==> src/rtl/pew_pkg.sv <==
package pew_pkg;
   localparam int SEL_W = 3;

   typedef enum logic [SEL_W-1:0] {
      SEL_IRQ_RISE  = 3'd0,
      SEL_IRQ_FALL  = 3'd1,
      SEL_WAKE_RISE = 3'd2,
      SEL_WAKE_FALL = 3'd3,
      SEL_IRQ_CLR   = 3'd4,
      SEL_WAKE_CLR  = 3'd5
   } cfg_sel_e;

   localparam int NUM_MASKS = 4;
endpackage

==> src/rtl/pew_edge_detect.sv <==
module pew_edge_detect #(
   parameter int NUM_PINS = 32
) (
   input  logic                clk,
   input  logic                rst_n,
   input  logic [NUM_PINS-1:0] pin_in,
   output logic [NUM_PINS-1:0] rise,
   output logic [NUM_PINS-1:0] fall
);
   logic [NUM_PINS-1:0] prev_q;

   always_ff @(posedge clk) begin
      if (!rst_n) prev_q <= '0;
      else        prev_q <= pin_in;
   end

   for (genvar i = 0; i < NUM_PINS; i++) begin : g_pin
      assign rise[i] = pin_in[i] & ~prev_q[i];
      assign fall[i] = ~pin_in[i] & prev_q[i];
   end
endmodule

==> src/rtl/pew_mask_bank.sv <==
module pew_mask_bank
   import pew_pkg::*;
#(
   parameter int NUM_PINS = 32
) (
   input  logic                                 clk,
   input  logic                                 rst_n,
   input  logic                                 cfg_wr,
   input  logic [SEL_W-1:0]                     cfg_sel,
   input  logic [NUM_PINS-1:0]                  cfg_wdata,
   output logic [NUM_MASKS-1:0][NUM_PINS-1:0]   masks
);
   for (genvar m = 0; m < NUM_MASKS; m++) begin : g_mask
      localparam logic [SEL_W-1:0] CODE = SEL_W'(m);
      logic [NUM_PINS-1:0] mask_q;
      always_ff @(posedge clk) begin
         if (!rst_n)                         mask_q <= '0;
         else if (cfg_wr && cfg_sel == CODE) mask_q <= cfg_wdata;
      end
      assign masks[m] = mask_q;
   end
endmodule

==> src/rtl/pew_sticky_status.sv <==
module pew_sticky_status #(
   parameter int NUM_PINS = 32,
   parameter bit OUT_REG  = 1'b0
) (
   input  logic                clk,
   input  logic                rst_n,
   input  logic [NUM_PINS-1:0] set_vec,
   input  logic [NUM_PINS-1:0] clr_vec,
   output logic [NUM_PINS-1:0] pend,
   output logic                any
);
   logic [NUM_PINS-1:0] pend_q;
   logic [NUM_PINS-1:0] pend_d;

   // a new event outranks a clear of the same bit
   assign pend_d = (pend_q & ~clr_vec) | set_vec;

   always_ff @(posedge clk) begin
      if (!rst_n) pend_q <= '0;
      else        pend_q <= pend_d;
   end

   assign pend = pend_q;

   if (OUT_REG) begin : g_any_reg
      logic any_q;
      always_ff @(posedge clk) begin
         if (!rst_n) any_q <= 1'b0;
         else        any_q <= |pend_d;
      end
      assign any = any_q;
   end else begin : g_any_comb
      assign any = |pend_q;
   end
endmodule

==> src/rtl/pin_edge_irq_wake.sv <==
module pin_edge_irq_wake
   import pew_pkg::*;
#(
   parameter int NUM_PINS = 32,
   parameter bit OUT_REG  = 1'b0
) (
   input  logic                clk,
   input  logic                rst_n,
   input  logic [NUM_PINS-1:0] pin_in,
   input  logic                cfg_wr,
   input  logic [2:0]          cfg_sel,
   input  logic [NUM_PINS-1:0] cfg_wdata,
   output logic [NUM_PINS-1:0] irq_pend,
   output logic [NUM_PINS-1:0] wake_pend,
   output logic                irq_o,
   output logic                wake_o
);
   if (NUM_PINS < 1 || NUM_PINS > 1024) begin : g_bad_pins
      $error("pin_edge_irq_wake: NUM_PINS out of range");
   end

   logic [NUM_PINS-1:0]               rise;
   logic [NUM_PINS-1:0]               fall;
   logic [NUM_MASKS-1:0][NUM_PINS-1:0] masks;
   logic [NUM_PINS-1:0]               irq_hit;
   logic [NUM_PINS-1:0]               wake_hit;
   logic [NUM_PINS-1:0]               irq_clr;
   logic [NUM_PINS-1:0]               wake_clr;

   pew_edge_detect #(.NUM_PINS(NUM_PINS)) u_edge (
      .clk(clk), .rst_n(rst_n), .pin_in(pin_in), .rise(rise), .fall(fall)
   );

   pew_mask_bank #(.NUM_PINS(NUM_PINS)) u_masks (
      .clk(clk), .rst_n(rst_n), .cfg_wr(cfg_wr), .cfg_sel(cfg_sel),
      .cfg_wdata(cfg_wdata), .masks(masks)
   );

   assign irq_hit  = (rise & masks[SEL_IRQ_RISE])  | (fall & masks[SEL_IRQ_FALL]);
   assign wake_hit = (rise & masks[SEL_WAKE_RISE]) | (fall & masks[SEL_WAKE_FALL]);
   assign irq_clr  = (cfg_wr && cfg_sel == SEL_IRQ_CLR)  ? cfg_wdata : '0;
   assign wake_clr = (cfg_wr && cfg_sel == SEL_WAKE_CLR) ? cfg_wdata : '0;

   pew_sticky_status #(.NUM_PINS(NUM_PINS), .OUT_REG(OUT_REG)) u_irq_st (
      .clk(clk), .rst_n(rst_n), .set_vec(irq_hit), .clr_vec(irq_clr),
      .pend(irq_pend), .any(irq_o)
   );

   pew_sticky_status #(.NUM_PINS(NUM_PINS), .OUT_REG(OUT_REG)) u_wake_st (
      .clk(clk), .rst_n(rst_n), .set_vec(wake_hit), .clr_vec(wake_clr),
      .pend(wake_pend), .any(wake_o)
   );
endmodule

==> config.mk <==
export PLATFORM = sky130hd
export DESIGN_NAME = pin_edge_irq_wake
export DESIGN_NICKNAME = d
export VERILOG_FILES = /design/src/rtl/pew_pkg.sv /design/src/rtl/pew_edge_detect.sv /design/src/rtl/pew_mask_bank.sv /design/src/rtl/pew_sticky_status.sv /design/src/rtl/pin_edge_irq_wake.sv
export SDC_FILE = /design/constraint.sdc
export NUM_CORES = 1
export LEC_CHECK = 0
export CAP_MARGIN = 30
export CORE_ASPECT_RATIO = 0.5
export CORE_MARGIN = 2
export CORE_UTILIZATION = 59
export DETAILED_ROUTE_END_ITERATION = 12
export GPL_ROUTABILITY_DRIVEN = 0
export PLACE_DENSITY = 0.91
export SETUP_SLACK_MARGIN = 0.15
export SYNTH_ARGS = -nofsm -noshare
export SYNTH_HDL_FRONTEND = slang
export SYNTH_HIERARCHICAL = 1
export SYNTH_SLANG_ARGS = --single-unit
==> constraint.sdc <==
create_clock -name clk -period 2.15 [get_ports clk]
set_input_delay 0.215 -clock clk [delete_from_list [all_inputs] [get_ports clk]]
set_output_delay 0.215 -clock clk [all_outputs]
set_load 0.05 [all_outputs]
-- Yosys cells after proc, flatten, opt, wreduce, memory -nomap -nowiden
Cells that the tools add are included.
- equality and inequality tests: 5
- muxes and demuxes: 2
- bitwise gates (word level): 140
- reductions and logical operators: 9
- operators by type and width (kind ; number):
    AND 32 bit ; 6
    bitwise OR 32 bit ; 4
    AND 1 bit ; 64
    2-to-1 mux 32 bit ; 2
    NOT 1 bit ; 64
    NOT 32 bit ; 2
    OR reduction 32 bit ; 2
    equality test 3 x 2 -> 1 bit, second input constant ; 2
    equality test 3 bit, second input constant ; 2
    logical AND 1 bit ; 6
    equality test 3 x 1 -> 1 bit, second input constant ; 1
    logical NOT 3 bit ; 1
- bits in registers: 224
- bits of input ports: 70
- output and inout bits: 66
- logic and storage cells: 163

-- Depth between registers and ports, before layout
- depth after elaboration: 6
- mapped depth: 5
- gate-level depth less buffers: 4

-- Hierarchy
Netlist, hierarchy kept.
- modules (own cells, without submodules) (module ; times used ; cells each ; area an instance (µm²) ; sequential area each (µm²)):
    pew_mask_bank ; 1 ; 452 ; 4688.2 ; 2562.5
    pew_sticky_status ; 2 ; 110 ; 1173.6 ; 640.6
    pew_edge_detect ; 1 ; 131 ; 1296.2 ; 640.6
    pin_edge_irq_wake ; 1 ; 136 ; 1053.5 ; 0.0

-- Worst setup path after synthesis
OpenSTA, ideal clock, no wires.
- path type: reg-to-output
- start: register u_irq_st.pend_q[5] (netlist: u_irq_st/pend[5])
- end: output port irq_o
- data arrival time: 1.296 ns
- data required time: 1.935 ns
- slack: 0.639 ns
- cell stages (with the launch flop): 4
- buffers on the path: 0
- cells stage by stage: dfxtp_1 > nor4_1 > nand4_1 > or2_1
- word-level cells in the longest chain between the ends: 1
- ends and longest elaborated chain (element ; RTL line ; text):
    start: declaration ; pew_sticky_status.sv:12 ; logic [NUM_PINS-1:0] pend_q;
    start signal: assignment ; pew_sticky_status.sv:20 ; else pend_q <= pend_d;
    OR reduction 32 bit ; pew_sticky_status.sv:33 ; assign any = |pend_q;
    end: declaration ; pin_edge_irq_wake.sv:15 ; output logic irq_o,
Every way passes these cells.

-- Final worst setup path
- start: register u_irq_st.pend_q[6] (netlist: u_irq_st/pend[6])
- end: output port irq_o
Same word-level chain as after synthesis.

==> results.cfg <==
[run_status]
status = finished, final reports clean

[setup_path]
critical_path.endpoint_type = output port
criticalPathCategory = reg -> out
worstPathMaxFanout = 3
startpoint_type = register
crit_family = simple AND/OR/NAND/NOR gates
crit_arrival_ps = 1900
required_ps = 1930
cp_slowest_stage_delay_ps = 360
slowest_stage = dfxtp_1
cp_num_buf_inv = 1
crit_chain = nor4_1, nand4_1, or2_1, buf_6

[floorplanning]
rows = 32
initial_core_util_pct = 60.6
die_h_um = 93.2
design.core.area_um2 = 15500
die_width_um = 182
pin_count = 136
die_area_um2 = 17000

[global_routing]
grt_use_total_pct = 26.3
antenna_found_initial = 1
grt_start_max_net_pins = 59
grt_pass1_vias = 7276
grt_pass1_wl_um = 36100
gr-total-overflow = 0

[worst_hold_path]
hold_path_class = in -> reg

[drt]
detail_route.wl_per_cell_um = 17.9
vias = 7180
drt_pass1_iterations = 5
vias_per_cell = 5.60
drc = 0
antenna_left = 0
routed_wl_um = 22900
dr.first_iter.drc_count = 386

[timing]
fin_crit_sh_pct = 98.5
clock_skew_ps = 7.05
rsz0062_at_grt = yes
drv_slew = 0
slew_headroom_pct = 53.5
max_freq_mhz = 472
hold_violations = 0
max_slew.worst_pin.slew_ps = 697
min_period_ps = 2120
setup_viol = 0
holdWs_ps = 154

[cells_and_area]
register_area_um2 = 4500
multi_input_comb_area_um2 = 4750
final_common_cell = dfxtp_1
area_growth_pct = 26.0
fillers = 979
finalCoreUtilization_pct = 76.3
drive_gt1_share_pct = 11.3
layout_common_cells = 218 x dfxtp_1, 160 x nand2_1, 128 x mux2i_1
final_nets = 1135
final_cell_area_um2 = 11800

[power_and_ir_drop]
seqPwrFrac_pct = 48.4
ir_drop_uv = 477
leakage_nw = 5.28
power.switching_mw = 2.06
p_int_mw = 6.85
clkPwrFrac_pct = 42.2
power.density_nw_per_um2 = 754
pwr-share-comb_pct = 9.4
power.share.switching_pct = 23.2

[clocking]
htree_levels = 1
cts_root_buffer = clkbuf_16
clkSinkCount = 224
cts_buffer_depth = 3
clk_pin_slew_worst_paths_ps = 70
post_cts_hold_buffer_count = 0
tritoncts = done
cts_buffers = 20
insertion_delay_ps = 490

[run]
cap_viol_max_count = 0

[placement]
numPortBuffers = 135
post_dp_cell_area_um2 = 11000
hpwl_um = 14800

[synth]
synthCells = 939
ys_ff_latch = 224
synth.cell_area_um2 = 9390
postSynthAreaPerCell_um2 = 9.99
syn-num-nets = 1009
synth_warnings = 6
ys_types = 24
synth-seq-area-share_pct = 47.8
==> through the flow <==
| step | setup TNS, ps | total power [mW] | setup WS, ps | instances |
|---|---|---|---|---|
| 4_1_cts | 0 | 8.94 | 51.1 | 1280 |
| 3_3_place_gp | 0 | 5.18 | 274 | 1245 |
| 2_1_floorplan | 0 | 4.86 | 639 | 939 |
| 5_1_grt | -4.23 | 9.18 | -4.23 | 1281 |
| 6_report | 0 | 8.92 | 31.9 | 1282 |
| 3_5_place_dp | 0 | 5.21 | 219 | 1245 |
==> state kept, by name (all words and copies together) (netlist names) <==
signal                 flops
u_irq_st/pend             32
u_masks/g_mask.mask_q    128
u_wake_st/pend            32
u_edge/prev_q             32
==> power by group through the flow <==
stage | sequential (mW) | combinational [mW] | clock (mW)
CTS | 4.32 | 0.828 | 3.79
detailed placement | 4.41 | 0.801 | 0
global placement | 4.40 | 0.783 | 0
global route | 4.32 | 0.883 | 3.98
finish | 4.32 | 0.836 | 3.77
floorplan | 4.45 | 0.407 | 0
==> cell usage after synthesis (all sizes together) <==
cell type | n | share of area (%)
clkbuf | 12 | 0.56
nor2b | 128 | 8.6
nand4bb | 2 | 0.24
nand4b | 1 | 0.093
or2 | 2 | 0.13
nand4 | 4 | 0.27
nor4 | 16 | 1.2
and4bb | 1 | 0.17
dfxtp | 224 | 48
buf | 35 | 2.5
mux2i | 128 | 14
and4b | 1 | 0.12
nor4b | 1 | 0.25
and2 | 96 | 7.0
a22o | 64 | 6.0
o21a | 64 | 5.1
nand2 | 160 | 6.4
==> worst reg2reg max path: stages (launching register included) <==
cell	delay, ps
dfxtp_1	320
nor2b_1	170
a22o_1	240
o21a_1	180
==> kinds of logic after synthesis <==
| kind of cell | count (synthesis) | synth area share (%) |
|---|---|---|
| flops | 224 | 47.8 |
| simple gates | 412 | 24.5 |
| compound gates | 128 | 11.1 |
| mux | 128 | 13.7 |
| buf+inv | 47 | 3.01 |
==> repair_timing <==
action | 4_1_cts | 5_1_grt
setup endpoints to repair | 2 | 10
resized for setup | 20 | 12
setup buffers | 1 | 1
pin swaps | 8 | 3
==> layout make-up <==
cell class	instances	area share [%]
multi-input cells	668	40.2
repair buffers	151	13.7
flip-flops and latches	224	38.0
well taps	204	2.16
clock inverters	7	0.762
diodes	1	0.0212
clock buffers	27	5.14
==> per-layer routing <==
metal  vias up  GRT usage [%]  share of wire, %
li1       3451              -                 -
met3        43           4.52               4.5
met4         0           7.06               2.0
met2       195           48.3                49
met1      3491           32.3                44
met5         -              0                 0
==> final timing paths <==
check	end	from	depth (start not counted)	slack [ps]
max	irq_o	u_irq_st/pend[6]	4	30
min	u_wake_st/pend[28]	rst_n	2	150
max reg2reg	u_wake_st/pend[6]	u_edge/prev_q[6]	3	1140
min reg2reg	u_masks/g_mask[0].mask_q[3]	u_masks/g_mask[0].mask_q[3]	2	460
No activity file was read; power rests on OpenSTA's default activity.
